`config.mk`:
```
export PLATFORM = sky130hd
export DESIGN_NAME = mac_tap_seq
export DESIGN_NICKNAME = d
export VERILOG_FILES = /design/src/rtl/mac_tap_pkg.sv /design/src/rtl/mac_ptr_step.sv /design/src/rtl/mac_tap_ctrl.sv /design/src/rtl/mac_tap_dp.sv /design/src/rtl/mac_tap_seq.sv
export SDC_FILE = /design/constraint.sdc
export NUM_CORES = 1
export LEC_CHECK = 0
export ABC_AREA = 1
export BUFFER_PORTS_ARGS = -buffer_cell sky130_fd_sc_hd__buf_2
export CORE_ASPECT_RATIO = 1.75
export CORE_MARGIN = 1.5
export CORE_UTILIZATION = 40
export DETAILED_ROUTE_END_ITERATION = 7
export SYNTH_ARGS = -nofsm -noshare
export SYNTH_HDL_FRONTEND = slang
export SYNTH_HIERARCHICAL = 1
export SYNTH_SLANG_ARGS = --single-unit
```
`constraint.sdc`:
```
create_clock -name clk -period 10.3 [get_ports clk]
set_clock_uncertainty 0.1 [all_clocks]
set_input_delay 1.545 -clock clk [delete_from_list [all_inputs] [get_ports clk]]
set_output_delay 1.545 -clock clk [all_outputs]
set_load 0.05 [all_outputs]
```
`src/rtl/mac_tap_pkg.sv`:
```
package mac_tap_pkg;
    localparam int MODE_DUAL_BIT = 0;
    localparam int MODE_CORR_BIT = 1;

    typedef enum logic [2:0] {
        ST_IDLE,
        ST_LOAD,
        ST_MUL,
        ST_HOLD,
        ST_ACC,
        ST_DONE
    } tap_state_t;
endpackage

```
`src/rtl/mac_ptr_step.sv`:
```
module mac_ptr_step #(
    parameter int AW = 8
) (
    input  logic          clk,
    input  logic          rst_n,
    input  logic          load,
    input  logic          step,
    input  logic          wrap_en,
    input  logic [AW-1:0] init,
    input  logic [AW-1:0] base,
    input  logic [AW-1:0] len,
    output logic [AW-1:0] ptr
);
    logic [AW:0] inc_w;
    logic [AW:0] limit_w;
    logic [AW:0] next_w;

    always_comb begin
        inc_w   = {1'b0, ptr} + (AW+1)'(2);
        limit_w = {1'b0, base} + {1'b0, len};
        if (wrap_en && (inc_w >= limit_w))
            next_w = inc_w - {1'b0, len};
        else
            next_w = inc_w;
    end

    always_ff @(posedge clk or negedge rst_n) begin
        if (!rst_n)
            ptr <= '0;
        else if (load)
            ptr <= init;
        else if (step)
            ptr <= next_w[AW-1:0];
    end
endmodule

```
`src/rtl/mac_tap_ctrl.sv`:
```
module mac_tap_ctrl
    import mac_tap_pkg::*;
#(
    parameter int CW = 8
) (
    input  logic          clk,
    input  logic          rst_n,
    input  logic          start,
    input  logic          corr,
    input  logic [CW-1:0] tap_count,
    output logic          accept,
    output logic          issue,
    output logic          capture,
    output logic          accumulate,
    output logic          busy,
    output logic          done
);
    localparam int TW = CW + 1;

    tap_state_t state_q, state_d;
    logic [TW-1:0] left_q;
    logic          last_tap;

    assign last_tap = (left_q == '0);

    // state register
    always_ff @(posedge clk or negedge rst_n) begin
        if (!rst_n)
            state_q <= ST_IDLE;
        else
            state_q <= state_d;
    end

    // remaining-tap counter: holds taps still to run after the current one
    always_ff @(posedge clk or negedge rst_n) begin
        if (!rst_n)
            left_q <= '0;
        else if (accept)
            left_q <= {1'b0, tap_count} + TW'(1);
        else if (state_q == ST_ACC && !last_tap)
            left_q <= left_q - TW'(1);
    end

    // transitions
    always_comb begin
        state_d = state_q;
        unique case (state_q)
            ST_IDLE: if (start) state_d = ST_LOAD;
            ST_LOAD: state_d = ST_MUL;
            ST_MUL:  state_d = corr ? ST_HOLD : ST_ACC;
            ST_HOLD: state_d = ST_ACC;
            ST_ACC:  state_d = last_tap ? ST_DONE : ST_MUL;
            ST_DONE: state_d = ST_IDLE;
            default: state_d = ST_IDLE;
        endcase
    end

    // outputs
    always_comb begin
        accept     = 1'b0;
        issue      = 1'b0;
        capture    = 1'b0;
        accumulate = 1'b0;
        busy       = 1'b0;
        done       = 1'b0;
        unique case (state_q)
            ST_IDLE: accept = start;
            ST_LOAD: begin
                busy  = 1'b1;
                issue = 1'b1;
            end
            ST_MUL: begin
                busy    = 1'b1;
                capture = 1'b1;
            end
            ST_HOLD: busy = 1'b1;
            ST_ACC: begin
                busy       = 1'b1;
                accumulate = 1'b1;
                issue      = !last_tap;
            end
            ST_DONE: done = 1'b1;
            default: ;
        endcase
    end
endmodule

```
`src/rtl/mac_tap_dp.sv`:
```
module mac_tap_dp #(
    parameter int DW = 16
) (
    input  logic            clk,
    input  logic            rst_n,
    input  logic            clear,
    input  logic            capture,
    input  logic            accumulate,
    input  logic            corr,
    input  logic [DW-1:0]   op_a,
    input  logic [DW-1:0]   op_b,
    output logic [3*DW-1:0] acc_q
);
    localparam int PW   = 2 * DW;
    localparam int ACCW = 3 * DW;

    logic [PW-1:0]   prod_q;
    logic [PW-1:0]   ext_a, ext_b, prod_w;
    logic [ACCW-1:0] prod_sx;
    logic [PW-1:0]   short_sum;
    logic [ACCW-1:0] acc_d;

    always_comb begin
        ext_a     = {{DW{op_a[DW-1]}}, op_a};
        ext_b     = {{DW{op_b[DW-1]}}, op_b};
        prod_w    = ext_a * ext_b;
        prod_sx   = {{(ACCW-PW){prod_q[PW-1]}}, prod_q};
        short_sum = acc_q[PW-1:0] + prod_q;
        if (corr)
            acc_d = acc_q + prod_sx;
        else
            acc_d = {{(ACCW-PW){1'b0}}, short_sum};
    end

    always_ff @(posedge clk or negedge rst_n) begin
        if (!rst_n)
            prod_q <= '0;
        else if (capture)
            prod_q <= prod_w;
    end

    always_ff @(posedge clk or negedge rst_n) begin
        if (!rst_n)
            acc_q <= '0;
        else if (clear)
            acc_q <= '0;
        else if (accumulate)
            acc_q <= acc_d;
    end
endmodule

```
`src/rtl/mac_tap_seq.sv`:
```
module mac_tap_seq
    import mac_tap_pkg::*;
#(
    parameter int DW = 16,
    parameter int AW = 8,
    parameter int CW = 8
) (
    input  logic            clk,
    input  logic            rst_n,
    input  logic            start,
    input  logic [1:0]      mode,
    input  logic            acc_continue,
    input  logic [CW-1:0]   tap_count,
    input  logic [AW-1:0]   ptr_a_init,
    input  logic [AW-1:0]   ptr_b_init,
    input  logic [AW-1:0]   buf_base,
    input  logic [AW-1:0]   buf_len,
    output logic            dmem_a_re,
    output logic [AW-1:0]   dmem_a_addr,
    input  logic [DW-1:0]   dmem_a_rdata,
    output logic            dmem_b_re,
    output logic [AW-1:0]   dmem_b_addr,
    input  logic [DW-1:0]   dmem_b_rdata,
    output logic            cmem_re,
    output logic [AW-1:0]   cmem_addr,
    input  logic [DW-1:0]   cmem_rdata,
    output logic            busy,
    output logic            done,
    output logic [3*DW-1:0] acc_out
);
    localparam int PW   = 2 * DW;
    localparam int ACCW = 3 * DW;
    localparam int NPTR = 2;

    logic            accept, issue, capture, accumulate;
    logic            cfg_corr, cfg_dual;
    logic [AW-1:0]   cfg_base, cfg_len;
    logic [AW-1:0]   ptr_init [NPTR];
    logic [AW-1:0]   ptr_q    [NPTR];
    logic            ptr_wrap [NPTR];
    logic [DW-1:0]   op_b;
    logic [ACCW-1:0] acc_q;

    // job configuration, sampled when start is accepted
    always_ff @(posedge clk or negedge rst_n) begin
        if (!rst_n) begin
            cfg_corr <= 1'b0;
            cfg_dual <= 1'b0;
            cfg_base <= '0;
            cfg_len  <= '0;
        end else if (accept) begin
            cfg_corr <= mode[MODE_CORR_BIT];
            cfg_dual <= mode[MODE_DUAL_BIT];
            cfg_base <= buf_base;
            cfg_len  <= buf_len;
        end
    end

    mac_tap_ctrl #(.CW(CW)) u_ctrl (
        .clk        (clk),
        .rst_n      (rst_n),
        .start      (start),
        .corr       (cfg_corr),
        .tap_count  (tap_count),
        .accept     (accept),
        .issue      (issue),
        .capture    (capture),
        .accumulate (accumulate),
        .busy       (busy),
        .done       (done)
    );

    assign ptr_init[0] = ptr_a_init;
    assign ptr_init[1] = ptr_b_init;
    assign ptr_wrap[0] = 1'b1;
    assign ptr_wrap[1] = cfg_dual;

    for (genvar g = 0; g < NPTR; g++) begin : g_ptr
        mac_ptr_step #(.AW(AW)) u_ptr (
            .clk     (clk),
            .rst_n   (rst_n),
            .load    (accept),
            .step    (capture),
            .wrap_en (ptr_wrap[g]),
            .init    (ptr_init[g]),
            .base    (cfg_base),
            .len     (cfg_len),
            .ptr     (ptr_q[g])
        );
    end

    assign dmem_a_re   = issue;
    assign dmem_a_addr = ptr_q[0];
    assign dmem_b_re   = issue && cfg_dual;
    assign dmem_b_addr = ptr_q[1];
    assign cmem_re     = issue && !cfg_dual;
    assign cmem_addr   = ptr_q[1];
    assign op_b        = cfg_dual ? dmem_b_rdata : cmem_rdata;

    mac_tap_dp #(.DW(DW)) u_dp (
        .clk        (clk),
        .rst_n      (rst_n),
        .clear      (accept && !acc_continue),
        .capture    (capture),
        .accumulate (accumulate),
        .corr       (cfg_corr),
        .op_a       (dmem_a_rdata),
        .op_b       (op_b),
        .acc_q      (acc_q)
    );

    assign acc_out = cfg_corr ? acc_q : {{(ACCW-PW){1'b0}}, acc_q[PW-1:0]};
endmodule

```
==> flow_summary_export.csv, run 1 <==
group,metric,value,unit
die,start_util,0.403,
logic_synthesis,synth.largest_area_cell,"fa_1",
place,place_congestion,0.970,
drt,drc,0,
clock_network,cts.clk_slew.worst_paths,0.06,ns
run,timing.max_cap.violations,0,
grt,antenna_found_initial,0,
clock_network,cts.sinks,126,
clock_network,cts.repair.resized,0,
setup_path,crit_path_max_fanout,16,
grt,grt_overflow,0,
clock_network,cts_tree,"built",
drt,highest_layer,"met4",
timing,max_freq,134,MHz
clock_network,htreeDepth,4,
timing,finalCritPeriodShare,0.726,
logic_synthesis,synth_top_cell_area_share,0.233,
setup_path,worstSetupStartpointType,"input pin",
final_layout,diodes,0,
place,dpl_worst_slack,2.31,ns
die,ios,171,
setup_path,arrival,7.72,ns
grt,grt_pass1_wl,109,mm
logic_synthesis,netlist_area,23000,um2
final_layout,drive_gt1_frac,0.0910,
final_layout,regArea,3150,um2
clock_network,clockBufferDepth,2,
die,die_w,184,um
place,port_buffers,170,
clock_network,root_buffer,"clkbuf_16",
logic_synthesis,ys_top_cells_by_area,"fa_1 23%, nand2_1 20%, dfrtp_1 14%",
drt,via_count,20600,
timing,maxSlewHeadroom,0.225,
clock_network,post-cts-setup-buffers,0,
clock_network,clock_latency,0.45,ns
logic_synthesis,synth_edf_count,0,
grt,grt_pass1_vias,21400,
timing,finalSetupViolCount,0,
place,post-dp-hpwl,57.2,mm
grt,grt_use_total,0.238,
final_layout,fin_cells,4315,
logic_synthesis,yosys_warnings,6,
timing,fin_ws,2.82,ns
setup_path,critPathRequiredTime,10.54,ns
die,die_area,58900,um2
logic_synthesis,yosysSeqAreaShare,0.137,
drt,wl_met2,36.6,mm
setup_path,cp-end-kind,"register",
min_path,hold_path.class,"reg -> reg",
place,numPlacedInstances,4283,
drt,wl_met3,1.53,mm
drt,wl_met1,25.4,mm
logic_synthesis,ys_async_sr_fraction,1.00,
drt,wirelength,67.7,mm
final_layout,syn_to_final_growth,9.25,%
logic_synthesis,syn_inst,3424,
min_path,hold_depth,2,
setup_path,critPathKind,"in -> reg",
logic_synthesis,avgSynthCellArea,6.71,um2
drt,drt_iter0_markers,882,
die,rows,116,
die,die_y,320,um
clock_network,hold_buffers,0,
final_layout,multi_input_area,16300,um2
drt,firstDrtPassIters,5,
final_layout,fillers,6069,
timing,setup_tns,0,ns
status,status,"completed",
logic_synthesis,yosysMostFrequentCell,"nand2_1",
clock_network,cts_made_buffers,17,
logic_synthesis,synth_seq_cells,126,
final_layout,fin_nets,4077,
drt,ant_nets,0,
timing,slew_violations,0,
timing,finalHoldViolCount,0,
grt,grt_max_degree,70,
timing,tightest_slew,1.16,ns
drt,wl_per_cell,15.7,um
logic_synthesis,synthFlopType,"dfrtp_1",
setup_path,r2r_cells,25,
timing,min_period,7.48,ns
drt,via_per_inst,4.78,
timing,rsz0062_at_grt,"no",
die,fp.coreArea,57000,um2
logic_synthesis,synth_cell_types,54,
logic_synthesis,synthTopCellsByCount,"1210 x nand2_1, 804 x inv_1, 267 x fa_1",
[final timing paths]
| check | start | to | slack (ns) |
|---|---|---|---|
| max | dmem_b_rdata[2] | u_dp/prod_q[30] | 2.82 |
| min | u_dp/prod_q[21] | u_dp/prod_q[21] | 0.40 |
| max in group asynchronous | rst_n | u_dp/prod_q[31] | 7.81 |
| min in group asynchronous | rst_n | g_ptr[0].u_ptr/ptr[7] | 0.98 |
| max reg2reg | cfg_dual | u_dp/prod_q[30] | 3.11 |
| min reg2reg | u_dp/prod_q[21] | u_dp/prod_q[21] | 0.40 |
[layer usage]
metal / track usage / vias up
met5: 0 / -
met4: 0.145 / 0
met3: 0.0138 / 171
met2: 0.467 / 440
met1: 0.240 / 9655
li1: - / 10400
[cells by family (layout without fill, tap and decap cells)]
logic type      after synthesis  in the layout  share of synthesized area
compound gates              217            217                     0.0539
xor+xnor                     52             52                     0.0198
fa+ha+maj                   448            448                      0.331
buf+inv                     910           1032                      0.154
flops                       126            126                      0.137
other cells                   1              3                   0.000163
simple gates               1670           1670                      0.304
[registers in the layout, indices dropped and copies added (netlist names)]
register,count
cfg_dual,1
cfg_base,8
u_dp/acc_q,48
g_ptr.u_ptr/ptr,16
cfg_corr,1
cfg_len,8
u_dp/prod_q,32
u_ctrl/state_q,3
u_ctrl/left_q,9
[stage by stage]
step | area, um2 | util | hold slack (ns)
3_3_place_gp | 24400 | 0.428 | 0.378
6_report | 25100 | 0.440 | 0.401
4_1_cts | 25100 | 0.440 | 0.400
5_1_grt | 25100 | 0.440 | 0.427
3_5_place_dp | 24400 | 0.428 | 0.383
2_1_floorplan | 23000 | - | 0.346
[layout make-up]
| type | count | share of cell area |
|---|---|---|
| clock buffers | 17 | 0.0170 |
| clock inverters | 15 | 0.00933 |
| inverters | 820 | 0.123 |
| multi-input cells | 2390 | 0.649 |
| flip-flops and latches | 126 | 0.126 |
| well taps | 767 | 0.0383 |
| repair buffers | 180 | 0.0372 |
[cell usage in the layout (no fill, tap or decap), drive strengths merged, types with 3 or more instances in the layout]
cell / netlist / layout
a21oi: 98 / 98
conb: 1 / 3
bufinv: 0 / 5
o31ai: 3 / 3
a21o: 5 / 5
o21ai: 76 / 76
clkinv: 3 / 7
nor3: 16 / 16
xnor2: 29 / 29
clkbuf: 66 / 17
a31oi: 3 / 3
nand4: 31 / 31
nand3b: 7 / 7
ha: 181 / 181
nand3: 168 / 168
dfrtp: 126 / 126
or2: 10 / 10
inv: 817 / 821
fa: 267 / 267
xor2: 23 / 23
o21bai: 11 / 11
a22oi: 7 / 7
o21a: 4 / 4
and2: 4 / 4
o211ai: 5 / 5
nand2: 1243 / 1243
buf: 24 / 180
nor2: 188 / 188
[critical path, cell delays in order]
cell and delay [ns]:
buf_2 0.08, nand2_1 0.05, nand2_1 0.55, nand2_1 0.26
fa_1 0.60, inv_1 0.15, fa_1 0.86, inv_1 0.17
fa_1 0.51, inv_1 0.06, fa_1 0.49, fa_1 0.49
inv_1 0.05, fa_1 0.47, inv_1 0.04, ha_1 0.35
a21oi_1 0.26, o21ai_0 0.17, nand2_1 0.09, nand3_1 0.06
a21oi_1 0.16, nand3_1 0.10, nand3_1 0.09, nand2_1 0.05
Power of run 1 is not shown: default switching activity piles up to over one toggle a cycle in this logic, so the estimate is an artifact.
==> run 2: changes to the inputs <==
clock period = 7.5 ns   (was 10.3 ns; I/O delays follow)
==> run 2 against run 1 <==
Global-route usage increased by 0.51 points. Via count increased by 0.27%. Register-to-register slack got worse by 2.5 ns. First-iteration DRC count decreased by 0.11%. Largest cell class unchanged. Flip-flop and latch count unchanged. Final area increased by 0.49%. Worst setup slack got worse by 2.2 ns. Critical path type is now reg -> reg. Die area unchanged. Non-clock buffer count increased by 13. Cell count increased by 0.32%.
==> flow_summary_export.csv, run 2 (synthesis results as in run 1) <==
group,metric,value,unit
clock_network,root_buffer,"clkbuf_16",
final_layout,fin_cells,4329,
final_layout,final_cell_mix,"1210 x nand2_1, 804 x inv_1, 267 x fa_1, 181 x ha_1, 169 x buf_2",
timing,finalSetupViolCount,0,
final_layout,fin_nets,4098,
place,placed_cell_area,24500,um2
drt,wirelength,68.5,mm
clock_network,cts.sinks,126,
timing,finalHoldViolCount,0,
die,ios,171,
place,post-dp-hpwl,58.1,mm
clock_network,hold_buffers,0,
die,start_util,0.403,
timing,finalCritPeriodShare,0.915,
clock_network,clock_latency,0.51,ns
min_path,holdPathEnd,"u_dp/prod_q[8]",
setup_path,r2r_end,"u_dp/prod_q[25]",
timing,rsz0062_at_grt,"no",
grt,grt_overflow,0,
final_layout,drive_gt1_frac,0.0935,
clock_network,clockBufferDepth,3,
place,place_congestion,0.967,
place,numPlacedInstances,4296,
final_layout,design_area,25200,um2
die,die_y,320,um
setup_path,cp-end-kind,"register",
drt,firstDrtPassIters,5,
final_layout,fillers,6169,
timing,setup_tns,0,ns
min_path,hold_path.class,"reg -> reg",
setup_path,crit_path_max_fanout,16,
setup_path,r2r_slack,0.64,ns
grt,grt_pass1_vias,22000,
die,rows,116,
timing,min_period,6.86,ns
drt,via_per_inst,4.78,
grt,grt_pass1_wl,111,mm
grt,grt_max_degree,77,
final_layout,regArea,3150,um2
setup_path,worstSetupStartpointType,"register",
timing,max_freq,146,MHz
timing,tightest_slew,1.15,ns
setup_path,r2r_cells,25,
final_layout,largest_register,"u_dp/acc_q",
grt,antenna_found_initial,1,
final_layout,final_common_cell,"nand2_1",
setup_path,critPathKind,"reg -> reg",
final_layout,multi_input_area,16300,um2
die,fp.coreArea,57000,um2
setup_path,critPathRequiredTime,7.79,ns
final_layout,reg_top3,"u_dp/acc_q (48), u_dp/prod_q (32), g_ptr.u_ptr/ptr (16)",
min_path,min_from,"u_dp/prod_q[8]",
setup_path,r2r_start,"cfg_dual",
clock_network,cts_tree,"built",
timing,slew_violations,0,
final_layout,syn_to_final_growth,9.79,%
die,die_area,58900,um2
place,port_buffers,170,
setup_path,startpoint,"cfg_dual",
drt,drc,0,
min_path,hold_depth,2,
drt,wl_per_cell,15.8,um
drt,drt_iter0_markers,881,
timing,maxSlewHeadroom,0.232,
status,status,"completed",
clock_network,cts_made_buffers,25,
final_layout,largest_reg_flops,48,
die,die_w,184,um
clock_network,cts.clk_slew.worst_paths,0.06,ns
setup_path,arrival,7.15,ns
clock_network,htreeDepth,4,
grt,grt_use_total,0.243,
drt,via_count,20700,
drt,ant_nets,0,
run,timing.max_cap.violations,0,
clock_network,cts.repair.resized,0,
final_layout,finish.utilization,0.442,
clock_network,post-cts-setup-buffers,0,
[run 2: critical path, stage by stage (launching register included)]
cell     delay [ns]
dfrtp_1        0.58
buf_4          0.29
nand2_1        0.08
nand2_1        0.13
nand2_1        0.13
fa_1           0.54
inv_1          0.14
fa_1           0.91
inv_1          0.17
fa_1           0.51
inv_1          0.05
fa_1           0.49
fa_1           0.49
inv_1          0.05
fa_1           0.47
inv_1          0.04
ha_1           0.39
nand2_1        0.14
inv_1          0.10
nand2_1        0.11
nor3_1         0.25
nand3_1        0.21
nand3_1        0.13
nand2_1        0.06
nand3_1        0.10
nand2_1        0.06
[run 2: through the flow]
stage          hold WS (ns)  setup WS [ns]
3_5_place_dp          0.383          0.302
2_1_floorplan         0.346          0.780
4_1_cts               0.397          0.598
3_3_place_gp          0.375          0.275
5_1_grt               0.424          0.179
6_report              0.388          0.641
[run 2: worst max path at each step]
stage	end	slack, ns	depth (start not counted)
6_report	u_dp/prod_q[25]	0.64	25
4_1_cts	u_dp/prod_q[18]	0.60	20
3_5_place_dp	u_dp/prod_q[31]	0.30	25
5_1_grt	u_dp/prod_q[31]	0.18	25
3_3_place_gp	u_dp/prod_q[18]	0.27	20
2_1_floorplan	u_dp/prod_q[25]	0.78	26
[run 2: final cells by class]
type | count | area share
diodes | 1 | 0.0000993
clock buffers | 31 | 0.0269
clock inverters | 1 | 0.000199
inverters | 820 | 0.123
multi-input cells | 2390 | 0.646
flip-flops and latches | 126 | 0.125
well taps | 767 | 0.0381
repair buffers | 193 | 0.0408
[run 2: layer usage]
layer / track usage / routed length (um)
met5: 0 / 0
met4: 0.153 / 4470
met3: 0.0255 / 1860
met2: 0.482 / 37800
met1: 0.232 / 24400
Power of run 2 is left out for the same reason.
==> run 3: changes to the inputs <==
ABC_AREA = unset   (was 1)
PLACE_DENSITY = 0.68   (was unset)
clock period = 6.19 ns   (was 7.5 ns; I/O delays follow)
==> run 3 against run 2 <==
The run now ends with negative setup slack left. Wire length shrank 25%. Worst hold slack lost 0.072 ns. Worst setup slack lost 0.97 ns. Critical path type unchanged. Critical endpoint is now u_dp/prod_q[30].
==> flow_summary_export.csv, run 3 <==
group,metric,value,unit
status,violations,"negative setup slack",
min_path,hold_path.class,"in -> async",
grt,antenna_found_initial,1,
place,dpl_worst_slack,-0.776,ns
timing,setup_tns,-2.47,ns
setup_path,r2r_end,"u_dp/prod_q[30]",
clock_network,htreeDepth,4,
logic_synthesis,synth_xor_area_frac,0.0513,
timing,timing.hold.ws,0.315,ns
logic_synthesis,yosysSeqAreaShare,0.159,
place,port_buffers,170,
setup_path,critPathKind,"reg -> reg",
logic_synthesis,synth_top_cell_area_share,0.270,
logic_synthesis,muxShareOfSynthArea,0.0540,
setup_path,r2r_slack,-0.33,ns
setup_path,path_common_cell,"fa_1",
die,die_y,297,um
clock_network,cts_tree,"built",
final_layout,final_cell_mix,"343 x inv_1, 259 x fa_1, 202 x nand2_1, 173 x buf_4, 169 x buf_2",
drt,via_count,16000,
logic_synthesis,synth_cell_types,88,
final_layout,largest_reg_flops,48,
final_layout,largest_register,"u_dp/acc_q",
setup_path,worstSetupStartpointType,"register",
drt,wirelength,51.2,mm
timing,max_freq,153,MHz
logic_synthesis,synth_seq_cells,126,
logic_synthesis,ys_top_cells_by_area,"fa_1 27%, dfrtp_1 16%, ha_1 11%",
timing,maxSlewHeadroom,0.387,
drt,wl_per_cell,16.4,um
timing,fin_ws,-0.333,ns
clock_network,cts_made_buffers,17,
timing,rsz0062_at_grt,"yes",
logic_synthesis,avgSynthCellArea,9.22,um2
logic_synthesis,synth_compound_area_frac,0.116,
timing,tightest_slew,0.920,ns
clock_network,cts.sinks,126,
clock_network,clock_latency,0.43,ns
timing,finalSetupViolCount,16,
logic_synthesis,yosys.area_share.simple,0.149,
setup_path,critPathRequiredTime,6.41,ns
clock_network,root_buffer,"clkbuf_16",
grt,grt_overflow,0,
logic_synthesis,synth.largest_area_cell,"fa_1",
die,die_w,171,um
logic_synthesis,synth_edf_count,0,
place,place_congestion,0.905,
logic_synthesis,yosys_warnings,6,
logic_synthesis,ys_async_sr_fraction,1.00,
die,fp.coreArea,48700,um2
setup_path,cp_slowest_cell,"fa_1",
setup_path,critPathMaxStageDelay,0.50,ns
die,rows,107,
logic_synthesis,syn_inst,2147,
logic_synthesis,synth_nets,2689,
drt,ant_nets,0,
setup_path,arrival,6.74,ns
clock_network,cts.clk_slew.worst_paths,0.06,ns
timing,min_period,6.52,ns
die,ios,171,
drt,firstDrtPassIters,7,
logic_synthesis,netlist_area,19800,um2
drt,drt_iter0_markers,572,
logic_synthesis,synthFlopType,"dfrtp_1",
logic_synthesis,synthAdderAreaFrac,0.384,
final_layout,fin_nets,2991,
timing,finalCritPeriodShare,1.05,
grt,grt_max_degree,70,
final_layout,final_common_cell,"inv_1",
logic_synthesis,synth_top_family_by_area,"adder cells",
setup_path,crit_path_max_fanout,9,
final_layout,drive_gt1_frac,0.224,
place,post-dp-hpwl,42.3,mm
setup_path,cp-end-kind,"register",
die,die_area,50900,um2
logic_synthesis,synthTopCellsByCount,"355 x inv_1, 267 x fa_1, 206 x nand2_1",
timing,finalHoldViolCount,0,
drt,via_per_inst,5.12,
logic_synthesis,yosysMostFrequentCell,"inv_1",
status,status,"finished, violations left",
setup_path,r2r_start,"cfg_dual",
run,timing.max_cap.violations,0,
clock_network,clockBufferDepth,2,
grt,grt_use_total,0.207,
timing,slew_violations,0,
setup_path,r2r_cells,26,
final_layout,syn_to_final_growth,19.2,%
die,start_util,0.406,
final_layout,reg_top3,"u_dp/acc_q (48), u_dp/prod_q (32), g_ptr.u_ptr/ptr (16)",
grt,grt_pass1_wl,84.2,mm
drt,drc,0,
grt,grt_pass1_vias,17200,
## run 3: worst max-delay path by stage
stage	depth (start not counted)	startpoint	endpoint	slack [ns]
after floorplan	23	cmem_rdata[14]	u_dp/prod_q[30]	-0.29
after global placement	25	dmem_b_rdata[3]	u_dp/prod_q[30]	-0.64
after detailed placement	25	dmem_b_rdata[3]	u_dp/prod_q[30]	-0.78
after CTS	24	cfg_dual	u_dp/prod_q[30]	-0.37
after global routing	26	cfg_dual	u_dp/prod_q[30]	-0.61
final	26	cfg_dual	u_dp/prod_q[30]	-0.33
## run 3: final cells by class
class	count	area (um2)
fillers	4578	25100
multi-input cells	1597	15400
flip-flops and latches	126	3150
repair buffers	350	2270
inverters	357	1340
well taps	654	818
clock buffers	21	460
clock inverters	11	164
diodes	1	2.50
## run 3: metal layers
metal | part of all wire | up-vias | wire (um) | GRT usage
met1 | 0.38 | 7911 | 19400 | 0.220
li1 | - | 7579 | - | -
met5 | 0 | - | 0 | 0
met4 | 0.034 | 0 | 1750 | 0.0854
met3 | 0.029 | 102 | 1510 | 0.0210
met2 | 0.56 | 370 | 28600 | 0.406
## run 3: kinds of logic after synthesis
group / after synthesis
AND/OR/NAND/NOR: 594
XOR/XNOR: 116
adder cells (fa/ha/maj): 448
buffers and inverters: 426
other: 1
flip-flops: 126
multiplexers: 93
AO/OA/AOI/OAI: 343
## run 3: stage by stage
stage	utilization	std cells	area, um2
after floorplan	-	2147	20100
after global placement	0.464	3066	22600
after detailed placement	0.464	3066	22600
after CTS	0.482	3115	23500
after global routing	0.484	3117	23600
final	0.484	3117	23600
## run 3: worst max-delay path: cells and delay by family (launching register included)
kind                       cells  cell delay [ns]
adders and majority gates      7             3.17
AOI/OAI and AO/OA              6             0.94
buffers and inverters          7             0.66
muxes                          2             0.62
and+or+nand+nor                3             0.42
DFF                            1             0.41
xor gates and xnor gates       1             0.09
## run 3: what timing repair did
| action | CTS | global route |
|---|---|---|
| resized for setup | 35 | 26 |
| gates cloned | 2 | 0 |
| setup endpoints to repair | 18 | 20 |
| hold buffers | 0 | 0 |
| pin swaps | 24 | 6 |
| buffers inserted | 15 | 1 |
Power of run 3 is left out for the same reason.
